**config.mk**
```make
export PLATFORM = sky130hd
export DESIGN_NAME = res_coherent_split
export DESIGN_NICKNAME = d
export VERILOG_FILES = /design/src/rtl/res_lock_pkg.sv /design/src/rtl/res_lock_ctrl.sv /design/src/rtl/res_lock_regs.sv /design/src/rtl/res_lock_irq.sv /design/src/rtl/res_coherent_split.sv
export SDC_FILE = /design/constraint.sdc
export NUM_CORES = 1
export LEC_CHECK = 0
export BUFFER_PORTS_ARGS = -buffer_cell sky130_fd_sc_hd__buf_2
export CORE_MARGIN = 2
export CORE_UTILIZATION = 30
export CTS_BUF_LIST = sky130_fd_sc_hd__clkbuf_8
export CTS_CLUSTER_SIZE = 24
export DETAILED_ROUTE_END_ITERATION = 7
export GPL_TIMING_DRIVEN = 0
export PLACE_DENSITY = 0.64
export SETUP_SLACK_MARGIN = 0.02
export SYNTH_ARGS = -nofsm -noshare
export SYNTH_HDL_FRONTEND = slang
export SYNTH_SLANG_ARGS = --single-unit
export TNS_END_PERCENT = 20
```
**constraint.sdc**
```tcl
create_clock -name clk -period 1.8 [get_ports clk]
set_input_delay 0.09 -clock clk [delete_from_list [all_inputs] [get_ports clk]]
set_output_delay 0.09 -clock clk [all_outputs]
set_load 0.01 [all_outputs]
```
**src/rtl/res_lock_pkg.sv**
```systemverilog
package res_lock_pkg;

    parameter int RES_W  = 10;
    parameter int BYTE_W = 8;
    localparam int HI_W  = RES_W - BYTE_W;

    typedef enum logic {
        ST_OPEN   = 1'b0,
        ST_FROZEN = 1'b1
    } lock_state_t;

    typedef struct packed {
        logic [BYTE_W-1:0] hi;
        logic [BYTE_W-1:0] lo;
    } byte_pair_t;

    function automatic byte_pair_t split_result(input logic [RES_W-1:0] res);
        byte_pair_t p;
        p.lo = res[BYTE_W-1:0];
        p.hi = '0;
        p.hi[HI_W-1:0] = res[RES_W-1:BYTE_W];
        return p;
    endfunction

endpackage

```
**src/rtl/res_lock_ctrl.sv**
```systemverilog
module res_lock_ctrl
    import res_lock_pkg::*;
(
    input  logic        clk,
    input  logic        rst,
    input  logic        done,
    input  logic        rd_lo,
    input  logic        rd_hi,
    output logic        wr_en,
    output lock_state_t state
);

    lock_state_t state_q;
    lock_state_t state_d;
    logic        blocked;

    // A high read always releases; a low read freezes starting in its own cycle.
    always_comb begin
        state_d = state_q;
        if (rd_hi) begin
            state_d = ST_OPEN;
        end else if (rd_lo) begin
            state_d = ST_FROZEN;
        end
    end

    always_comb begin
        blocked = ((state_q == ST_FROZEN) || rd_lo) && !rd_hi;
        wr_en   = done && !blocked;
    end

    always_ff @(posedge clk) begin
        if (rst) begin
            state_q <= ST_OPEN;
        end else begin
            state_q <= state_d;
        end
    end

    assign state = state_q;

endmodule

```
**src/rtl/res_lock_regs.sv**
```systemverilog
module res_lock_regs
    import res_lock_pkg::*;
(
    input  logic             clk,
    input  logic             rst,
    input  logic             wr_en,
    input  logic [RES_W-1:0] result,
    output byte_pair_t       pair
);

    byte_pair_t pair_q;

    always_ff @(posedge clk) begin
        if (rst) begin
            pair_q <= '0;
        end else if (wr_en) begin
            pair_q <= split_result(result);
        end
    end

    assign pair = pair_q;

endmodule

```
**src/rtl/res_lock_irq.sv**
```systemverilog
module res_lock_irq (
    input  logic clk,
    input  logic rst,
    input  logic set,
    input  logic clr,
    output logic flag
);

    logic flag_q;

    always_ff @(posedge clk) begin
        if (rst) begin
            flag_q <= 1'b0;
        end else if (set) begin
            flag_q <= 1'b1;
        end else if (clr) begin
            flag_q <= 1'b0;
        end
    end

    assign flag = flag_q;

endmodule

```
**src/rtl/res_coherent_split.sv**
```systemverilog
module res_coherent_split
    import res_lock_pkg::*;
(
    input  logic             clk,
    input  logic             rst,
    input  logic             done_i,
    input  logic [RES_W-1:0] result_i,
    input  logic             rd_lo_i,
    input  logic             rd_hi_i,
    input  logic             irq_clr_i,
    output logic [BYTE_W-1:0] lo_o,
    output logic [BYTE_W-1:0] hi_o,
    output logic             irq_o
);

    logic        wr_en;
    lock_state_t lock_state;
    logic        lock_q;
    byte_pair_t  pair;

    res_lock_ctrl u_ctrl (
        .clk   (clk),
        .rst   (rst),
        .done  (done_i),
        .rd_lo (rd_lo_i),
        .rd_hi (rd_hi_i),
        .wr_en (wr_en),
        .state (lock_state)
    );

    res_lock_regs u_regs (
        .clk    (clk),
        .rst    (rst),
        .wr_en  (wr_en),
        .result (result_i),
        .pair   (pair)
    );

    res_lock_irq u_irq (
        .clk  (clk),
        .rst  (rst),
        .set  (done_i),
        .clr  (irq_clr_i),
        .flag (irq_o)
    );

    assign lock_q = (lock_state == ST_FROZEN);
    assign lo_o   = pair.lo;
    assign hi_o   = pair.hi;

endmodule

```
==> impl_summary.txt, run 1 <==
----------------------------------------------------
[Global routing]
  Overflow after GRT ... 0
  Wire length of the first global-routing pass ... roughly 1900 um
  Largest net degree at the start of global routing ... 11
  Number of antenna violations at the first check in global routing ... 0
  Gr usage total ... 10.3%
  Number of global-route vias before repair ... 462

[Yosys]
  Count of cell types in the netlist ... 14
  Seq/Total Area, Yosys ... 39.5%
  Avg Synthesized Cell Area ... just over 10 um2
  Number of storage elements in the synthesis netlist ... 12
  Cell area after technology mapping ... 608 um2
  Post-Syn Instances ... 60
  Total of warnings raised by yosys ... 0

[Setup path]
  Series of cell instances along the critical path ... o21bai_4, buf_2, nand4b_1, o21ai_2
  Highest net fanout along the worst path ... 10
  Sort of element at the start of the critical path ... flip-flop
  Slowest stage cell, crit path ... dfxtp_1
  Critical path class ... flip-flop to flip-flop
  WP data required ... 1980 ps
  Data arrival at the endpoint of the critical path ... ~1200 ps
  Crit path capture type ... flip-flop
  Maximum cell stage delay along the critical path ... between 300 and 400 ps

[Drt]
  Number of routed nets with antenna violations ... 0
  DRC viols ... 0
  Count of TritonRoute iterations in the first routing pass ... 6
  Final routed wire length divided by cell count ... 10.2 um
  Total routed wirelength ... 1240 um
  Via total after detailed routing ... between 500 and 600
  Ratio of routed vias to standard cells ... 4.25
  Iteration-0 DRC Markers ... 15

[Power and ir drop]
  Lkg Pwr ... 0.395 nW
  P per Cell Area ... a little over 800 mW/mm2
  Worst IR Drop VDD ... ~0.33 mV

[Placement]
  Post-Place Setup Slack ... roughly 840 ps
  Global placer's final weighted congestion ... 0.627
  DPL Wire Length ... between 800 and 900 um
  I/O Buffers ... 26

[Min path]
  Min-delay worst type ... primary input to flip-flop

[STA]
  Final count of hold timing violations ... 0
  Setup repair after global routing missed its margin ... no
  Post-route clock skew ... 1.05 ps
  Total setup violations reported at the end of the flow ... 0
  Final worst-path cycle share ... 54.3%
  Number of max-slew violations in the final report ... 0
  Post-layout minimum cycle time ... 977 ps
  Highest Clock Rate ... 1.02 GHz
  Total Negative Setup Slacks ... 0 ps
  Minimum setup slack in the final design ... 823 ps
  Tightest hold margin ... approximately 130 ps

[Clock tree]
  Clock net sink count ... 12
  # resized after CTS ... 0
  CTS clock-pin slew for the worst setup and hold paths ... 50 ps
  Max Buffers Root-to-Sink ... 2
  Cts bufs inserted ... 3
  Clock tree from TritonCTS ... done
  Max H-tree Level ... 1
  Clock root buffer ... clkbuf_8
  CTS Hold Buffers Added ... 0
  Worst-skew pair later-pin latency ... 240 ps
  Setup repair bufs after CTS ... 0

[Cells and area]
  Share of layout cells above drive strength 1 ... 53.7%
  Antenna diode count ... 0
  Final net count ... 112
  Synth-to-layout area growth ... 39.1%

[Status]
  Status ... finished clean

[Floorplan]
  IO Pins ... 33
  Num rows ... 16
  Initial core utilization ... around 31%
  Die span in y ... slightly below 50 um
  DIE WIDTH ... 49.0 um
  CORE AREA ... 0.00194 mm2
  Area of the die ... about 0.0024 mm2

[Flow run]
  # Max-Cap Violations ... 0

----------------------------------------------------
[Yosys cell counts]
cell type,count,area (um2)
dfxtp_1,12,240
and2_4,1,8.76
buf_2,2,10.0
o21bai_4,1,18.8
o21ai_2,10,87.6
conb_1,1,3.75
clkbuf_1,2,7.51
inv_1,1,3.75
buf_12,1,20.0
nor2_1,2,7.51
a21oi_1,1,5.00
nand4b_1,10,87.6
nand2b_1,10,62.6
buf_4,6,45.0
[final timing paths]
check	end	startpoint	slack [ps]	cells after the start
max	u_regs.pair[5]	u_ctrl.state	820	4
min	u_regs.pair[0]	result_i[0]	130	3
max reg2reg	u_regs.pair[5]	u_ctrl.state	820	4
min reg2reg	u_regs.pair[0]	u_regs.pair[0]	470	2
[placed cells by master (no fill, tap or decap)]
cell / synthesis / layout
nor2_1: 2 / 2
buf_4: 6 / 6
buf_2: 2 / 28
nand4b_1: 10 / 10
and2_4: 1 / 1
o21ai_2: 10 / 10
conb_1: 1 / 6
inv_1: 1 / 1
nand2b_1: 10 / 10
a21oi_1: 1 / 1
clkbuf_1: 2 / 2
buf_12: 1 / 1
dfxtp_1: 12 / 12
o21bai_4: 1 / 1
clkbuf_8: 0 / 4
[logic make-up after synthesis]
logic type / synth area share [%]
AND/OR/NAND/NOR: 27.4
other: 0.617
AO/OA/AOI/OAI: 18.3
flip-flops: 39.5
buffers and inverters: 14.2
[power by group]
part	total, W	leakage (nW)	internal, W	switching, W
Sequential	0.000290	0.0988	0.000282	0.00000758
Combinational	0.000119	0.267	0.0000605	0.0000587
Clock	0.000291	0.0288	0.000193	0.0000976
Total	0.000700	0.395	0.000536	0.000164
[layout make-up]
| type | count | area [um2] |
|---|---|---|
| Fill cell | 212 | 1100 |
| Buffer | 11 | 82.6 |
| Inverter | 1 | 3.75 |
| Sequential cell | 12 | 240 |
| Timing Repair Buffer | 26 | 130 |
| Clock buffer | 4 | 55.1 |
| Multi-Input combinational cell | 41 | 300 |
| Tap cell | 27 | 33.8 |
[critical path, delay by kind of cell (launching register included)]
kind,cells,cell delay [ps]
flops,1,320
buf+inv,1,240
compound gates,2,210
simple gates,1,140
[flip-flops by register name, summed over array words and instances, names as in the netlist]
signal	count
u_irq.flag	1
u_regs.pair	10
u_ctrl.state	1
[routing by layer]
metal  routed length [um]  vias up  GRT usage, %
met5                    0        -             0
met1                  503      231          11.1
met2                  602       21          17.6
li1                     -      265             -
met3                  121        2          3.37
met4                   14        0          5.71
[through the flow]
stage	cells	util [%]	cell area, um2	total power [W]
after floorplan	65	-	627	0.000373
after global placement	118	40.7	791	0.000414
after detailed placement	118	40.7	791	0.000415
after CTS	122	43.6	846	0.000706
after global routing	122	43.6	846	0.000729
final	122	43.6	846	0.000700
Power figures use the tool's default switching activity.
==> run 2, diff against run 1 <==
==> constraint.sdc (replaced) <==
create_clock -name clk -period 1 [get_ports clk]
set_input_delay 0.05 -clock clk [delete_from_list [all_inputs] [get_ports clk]]
set_output_delay 0.05 -clock clk [all_outputs]
set_load 0.01 [all_outputs]
==> impl_summary.txt, run 2 (synthesis results as in run 1) <==
----------------------------------------------------
[Global routing]
  Overflow after GRT ... 0
  Gr usage total ... 10.3%
  Number of antenna violations at the first check in global routing ... 0
  Largest net degree at the start of global routing ... 11
  Number of global-route vias before repair ... 462
  Wire length of the first global-routing pass ... 1890 um

[Setup path]
  Series of cell instances along the critical path ... o21bai_4, and2_4, buf_12, o21ai_2
  Slowest stage cell, crit path ... dfxtp_1
  Sort of element at the start of the critical path ... flip-flop
  Worst-case register-to-register setup slack ... 60 ps
  Critical path class ... flip-flop to flip-flop
  Data arrival at the endpoint of the critical path ... 1070 ps
  Highest net fanout along the worst path ... 10
  Maximum cell stage delay along the critical path ... 320 ps
  Source of the critical timing path ... u_ctrl.state
  Worst r2r src ... u_ctrl.state
  Critical R2R Capture ... u_regs.pair[6]
  WP data required ... 1130 ps
  Number of cells on the worst reg-to-reg path ... 4
  Crit path capture type ... flip-flop

[STA]
  Post-layout minimum cycle time ... 939 ps
  Setup repair after global routing missed its margin ... no
  Post-route clock skew ... 1.05 ps
  Number of max-slew violations in the final report ... 0
  Tightest hold margin ... 87.7 ps
  Highest Clock Rate ... 1.07 GHz
  Final worst-path cycle share ... 93.9%
  Total Negative Setup Slacks ... 0 ps
  Final count of hold timing violations ... 0
  Total setup violations reported at the end of the flow ... 0

[Drt]
  Via total after detailed routing ... 519
  Number of routed nets with antenna violations ... 0
  DRC viols ... 0
  Ratio of routed vias to standard cells ... roughly 4.3
  Final routed wire length divided by cell count ... 10.2 um
  Total routed wirelength ... 1240 um
  Count of TritonRoute iterations in the first routing pass ... 6
  Iteration-0 DRC Markers ... 15

[Clock tree]
  Clock net sink count ... 12
  Max H-tree Level ... 1
  Setup repair bufs after CTS ... 0
  Cts bufs inserted ... 3
  Clock tree from TritonCTS ... done
  Clock root buffer ... clkbuf_8
  Worst-skew pair later-pin latency ... 240 ps
  CTS clock-pin slew for the worst setup and hold paths ... 50 ps
  Max Buffers Root-to-Sink ... 2

[Cells and area]
  Final net count ... 112
  Max reg flops ... 10
  Share of layout cells above drive strength 1 ... 53.7%
  Synth-to-layout area growth ... 39.5%
  Most common cell after layout, fill and taps aside ... buf_2
  Final std cells w/o fill ... around 120
  Leading cell types in the layout, fill and taps excluded ... buf_2, dfxtp_1, nand2b_1, nand4b_1, o21ai_2
  Antenna diode count ... 0

[Placement]
  Global placer's final weighted congestion ... approximately 0.63
  Number of placed instances, taps included ... 118
  I/O Buffers ... 26
  DPL Wire Length ... 896 um

[Min path]
  Number of instances on the worst hold path ... 3
  Hold Path End ... u_regs.pair[0]
  Min-delay worst type ... primary input to flip-flop
  Min-Delay Startpoint ... result_i[0]

[Floorplan]
  DIE WIDTH ... about 49 um
  Num rows ... 16
  IO Pins ... 33
  CORE AREA ... 0.00194 mm2
  Area of the die ... 0.00240 mm2
  Initial core utilization ... 31.3%
  Die span in y ... 49.0 um

[Flow run]
  # Max-Cap Violations ... 0

[Power and ir drop]
  Worst IR Drop VDD ... about 0.60 mV
  Lkg Pwr ... 0.396 nW
  P per Cell Area ... 1490 mW/mm2

[Status]
  Status ... finished clean

----------------------------------------------------
==> run 2: changes by cell type in the layout (fill, tap and decap cells not counted) <==
| cell | before | now |
|---|---|---|
| buf_4 | 6 | 7 |
| buf_2 | 28 | 27 |
==> run 2: layout make-up <==
| cell class | count | area [um2] |
|---|---|---|
| Fill cell | 211 | 1090 |
| Inverter | 1 | 3.75 |
| Sequential cell | 12 | 240 |
| Tap cell | 27 | 33.8 |
| Multi-Input combinational cell | 41 | 300 |
| Clock buffer | 4 | 55.1 |
| Buffer | 11 | 85.1 |
| Timing Repair Buffer | 26 | 130 |
==> run 2: report_power, final <==
part / switching (W) / internal (W)
clock network: 0.000176 / 0.000348
logic: 0.000106 / 0.000110
registers: 0.0000136 / 0.000508
==> run 2: how the worst max path moves through the flow <==
stage | end | slack, ps | cells past startpoint
6_report | u_regs.pair[6] | 60 | 4
2_1_floorplan | u_regs.pair[1] | 110 | 4
3_5_place_dp | u_regs.pair[5] | 40 | 4
4_1_cts | u_regs.pair[3] | 50 | 4
3_3_place_gp | u_regs.pair[6] | 40 | 4
5_1_grt | u_regs.pair[8] | 20 | 4
==> run 2: repair_timing <==
action                                  in CTS  in global routing
gates resized for setup                      1                  0
hold buffers                                 0                  0
endpoints found under the setup margin       1                  0
==> run 2: metrics by stage <==
stage	power [W]	worst slack, ps	util (%)	cell area, um2
floorplan	0.000672	107	-	627
global placement	0.000745	43.7	40.7	791
detailed placement	0.000747	36.0	40.7	791
CTS	0.00127	52.7	43.7	848
global route	0.00131	22.2	43.7	848
finish	0.00126	61.4	43.7	848
==> run 2: worst max-delay path, delay by kind of cell (launching register included) <==
kind,cells,cell delay [ps]
buf+inv,1,130
compound gates,2,210
simple gates,1,170
flops,1,320
==> run 2: metal layers <==
layer | vias up | share of wire [%] | track usage, %
li1 | 265 | - | -
met1 | 231 | 41 | 11.1
met2 | 21 | 49 | 17.6
met3 | 2 | 9.8 | 3.37
met4 | 0 | 1.1 | 5.71
met5 | - | 0 | 0
==> run 3, diff against run 2 <==
--- a/config.mk
+++ b/config.mk
@@ -12,6 +12,7 @@
 export CTS_CLUSTER_SIZE = 24
 export DETAILED_ROUTE_END_ITERATION = 7
 export GPL_TIMING_DRIVEN = 0
+export MAX_ROUTING_LAYER = met4
 export PLACE_DENSITY = 0.64
 export SETUP_SLACK_MARGIN = 0.02
 export SYNTH_ARGS = -nofsm -noshare
==> impl_summary.txt, run 3 (synthesis results as in run 1) <==
----------------------------------------------------
[Status]
  Status ... finished clean

[Setup path]
  Maximum cell stage delay along the critical path ... 320 ps
  Worst-case register-to-register setup slack ... 60 ps
  Series of cell instances along the critical path ... o21bai_4, and2_4, buf_12, o21ai_2
  Crit path max-delay family ... flip-flops
  Slowest stage cell, crit path ... dfxtp_1
  WP buf/inv ... 1
  Crit path depth ... 4
  Crit path capture type ... flip-flop
  Number of cells on the worst reg-to-reg path ... 4
  Worst r2r src ... u_ctrl.state
  Source of the critical timing path ... u_ctrl.state
  WP data required ... 1130 ps
  Highest net fanout along the worst path ... 10
  Critical R2R Capture ... u_regs.pair[6]
  Data arrival at the endpoint of the critical path ... around 1100 ps
  Critical path class ... flip-flop to flip-flop
  End point of the critical path ... u_regs.pair[6]
  Sort of element at the start of the critical path ... flip-flop

[STA]
  Final count of hold timing violations ... 0
  Total setup violations reported at the end of the flow ... 0
  Post-layout minimum cycle time ... ~940 ps
  Final worst-path cycle share ... 93.9%
  Total Negative Setup Slacks ... 0 ps
  Number of max-slew violations in the final report ... 0
  Post-route clock skew ... between 1 and 1.5 ps
  Setup repair after global routing missed its margin ... no
  Highest Clock Rate ... 1.07 GHz

[Global routing]
  Largest net degree at the start of global routing ... 11
  Overflow after GRT ... 0
  Number of global-route vias before repair ... 461
  Wire length of the first global-routing pass ... about 1900 um
  Number of antenna violations at the first check in global routing ... 0
  Gr usage total ... 10.6%

[Cells and area]
  Leading cell types in the layout, fill and taps excluded ... buf_2, dfxtp_1, nand2b_1, nand4b_1, o21ai_2
  Final std cells w/o fill ... 122
  Final core utilization ... a little over two fifths
  Fin area ... 848 um2
  Total area of sequential cells ... between 200 and 250 um2
  Final-layout fill cell count ... 211
  Final net count ... 112
  Synth-to-layout area growth ... 39.5%
  Max reg flops ... 10
  Antenna diode count ... 0
  Area of the multi-input gates ... 300 um2
  Share of layout cells above drive strength 1 ... a little over half
  Most common cell after layout, fill and taps aside ... buf_2

[Floorplan]
  Area of the die ... between 0.002 and 0.0025 mm2
  Die span in y ... 49.0 um
  Num rows ... 16
  DIE WIDTH ... 49.0 um
  CORE AREA ... 0.00194 mm2
  IO Pins ... 33
  Initial core utilization ... a little under a third

[Drt]
  Count of TritonRoute iterations in the first routing pass ... 6
  Ratio of routed vias to standard cells ... 4.25
  Total routed wirelength ... between 1000 and 1500 um
  Final routed wire length divided by cell count ... 10.2 um
  Number of routed nets with antenna violations ... 0
  Via total after detailed routing ... approximately 520
  DRC viols ... 0
  Iteration-0 DRC Markers ... 15

[Clock tree]
  Cts bufs inserted ... 3
  Max Buffers Root-to-Sink ... 2
  Worst-skew pair later-pin latency ... ~240 ps
  Setup repair bufs after CTS ... 0
  Clock net sink count ... 12
  Clock root buffer ... clkbuf_8
  CTS Hold Buffers Added ... 0
  Clock tree from TritonCTS ... done
  Max H-tree Level ... 1
  # resized after CTS ... 1
  CTS clock-pin slew for the worst setup and hold paths ... 50 ps

[Placement]
  DPL Wire Length ... 896 um
  Standard cell area after detailed placement ... 791 um2
  Number of placed instances, taps included ... 118
  I/O Buffers ... 26
  Global placer's final weighted congestion ... 0.632

[Power and ir drop]
  P per Cell Area ... 1490 mW/mm2
  Lkg Pwr ... 0.396 nW
  Worst IR Drop VDD ... about 0.60 mV

[Flow run]
  # Max-Cap Violations ... 0

[Min path]
  Min-delay worst type ... primary input to flip-flop

----------------------------------------------------
run 3: cell counts in the layout (fill, tap and decap cells not counted):
Identical to the previous run, type by type.
run 3: tightest hold or removal path, delay by kind of cell:
kind	cells	cell delay, ps
compound gates	1	60
buf+inv	1	80
simple gates	1	110
run 3: worst min-delay path by stage:
stage | start | to | slack, ps | cells past startpoint
finish | result_i[0] | u_regs.pair[0] | 90 | 3
global route | result_i[1] | u_regs.pair[1] | 100 | 3
CTS | result_i[0] | u_regs.pair[0] | 90 | 3
detailed placement | result_i[0] | u_regs.pair[0] | 330 | 3
global placement | result_i[5] | u_regs.pair[5] | 320 | 3
floorplan | result_i[0] | u_regs.pair[0] | 230 | 2
run 3: per-stage QoR:
| step | total power [W] | setup WS [ps] | hold slack [ps] |
|---|---|---|---|
| finish | 0.00126 | 61.4 | 87.7 |
| detailed placement | 0.000747 | 36.0 | 332 |
| CTS | 0.00127 | 52.7 | 88.1 |
| global route | 0.00131 | 22.2 | 99.3 |
| global placement | 0.000745 | 43.7 | 325 |
| floorplan | 0.000672 | 107 | 230 |
run 3: per-layer routing:
| layer | wire length (um) | global-route usage, % |
|---|---|---|
| met5 | 0 | - |
| met4 | 13 | 5.71 |
| met3 | 97 | 2.15 |
| met2 | 602 | 17.6 |
| met1 | 527 | 11.9 |
run 3: cell type report:
type                       count  area share, %
timing repair buffer          26           15.3
buffer                        11           10.0
inverter                       1          0.442
sequential                    12           28.3
multi-input combinational     41           35.4
tap                           27           3.98
clock buffer                   4           6.49
run 3: power by group:
group / leakage (nW) / switching [W] / internal, W / total (W)
combinational: 0.268 / 0.000106 / 0.000110 / 0.000216
clock: 0.0288 / 0.000176 / 0.000348 / 0.000523
sequential: 0.0988 / 0.0000136 / 0.000508 / 0.000522
total: 0.396 / 0.000295 / 0.000966 / 0.00126
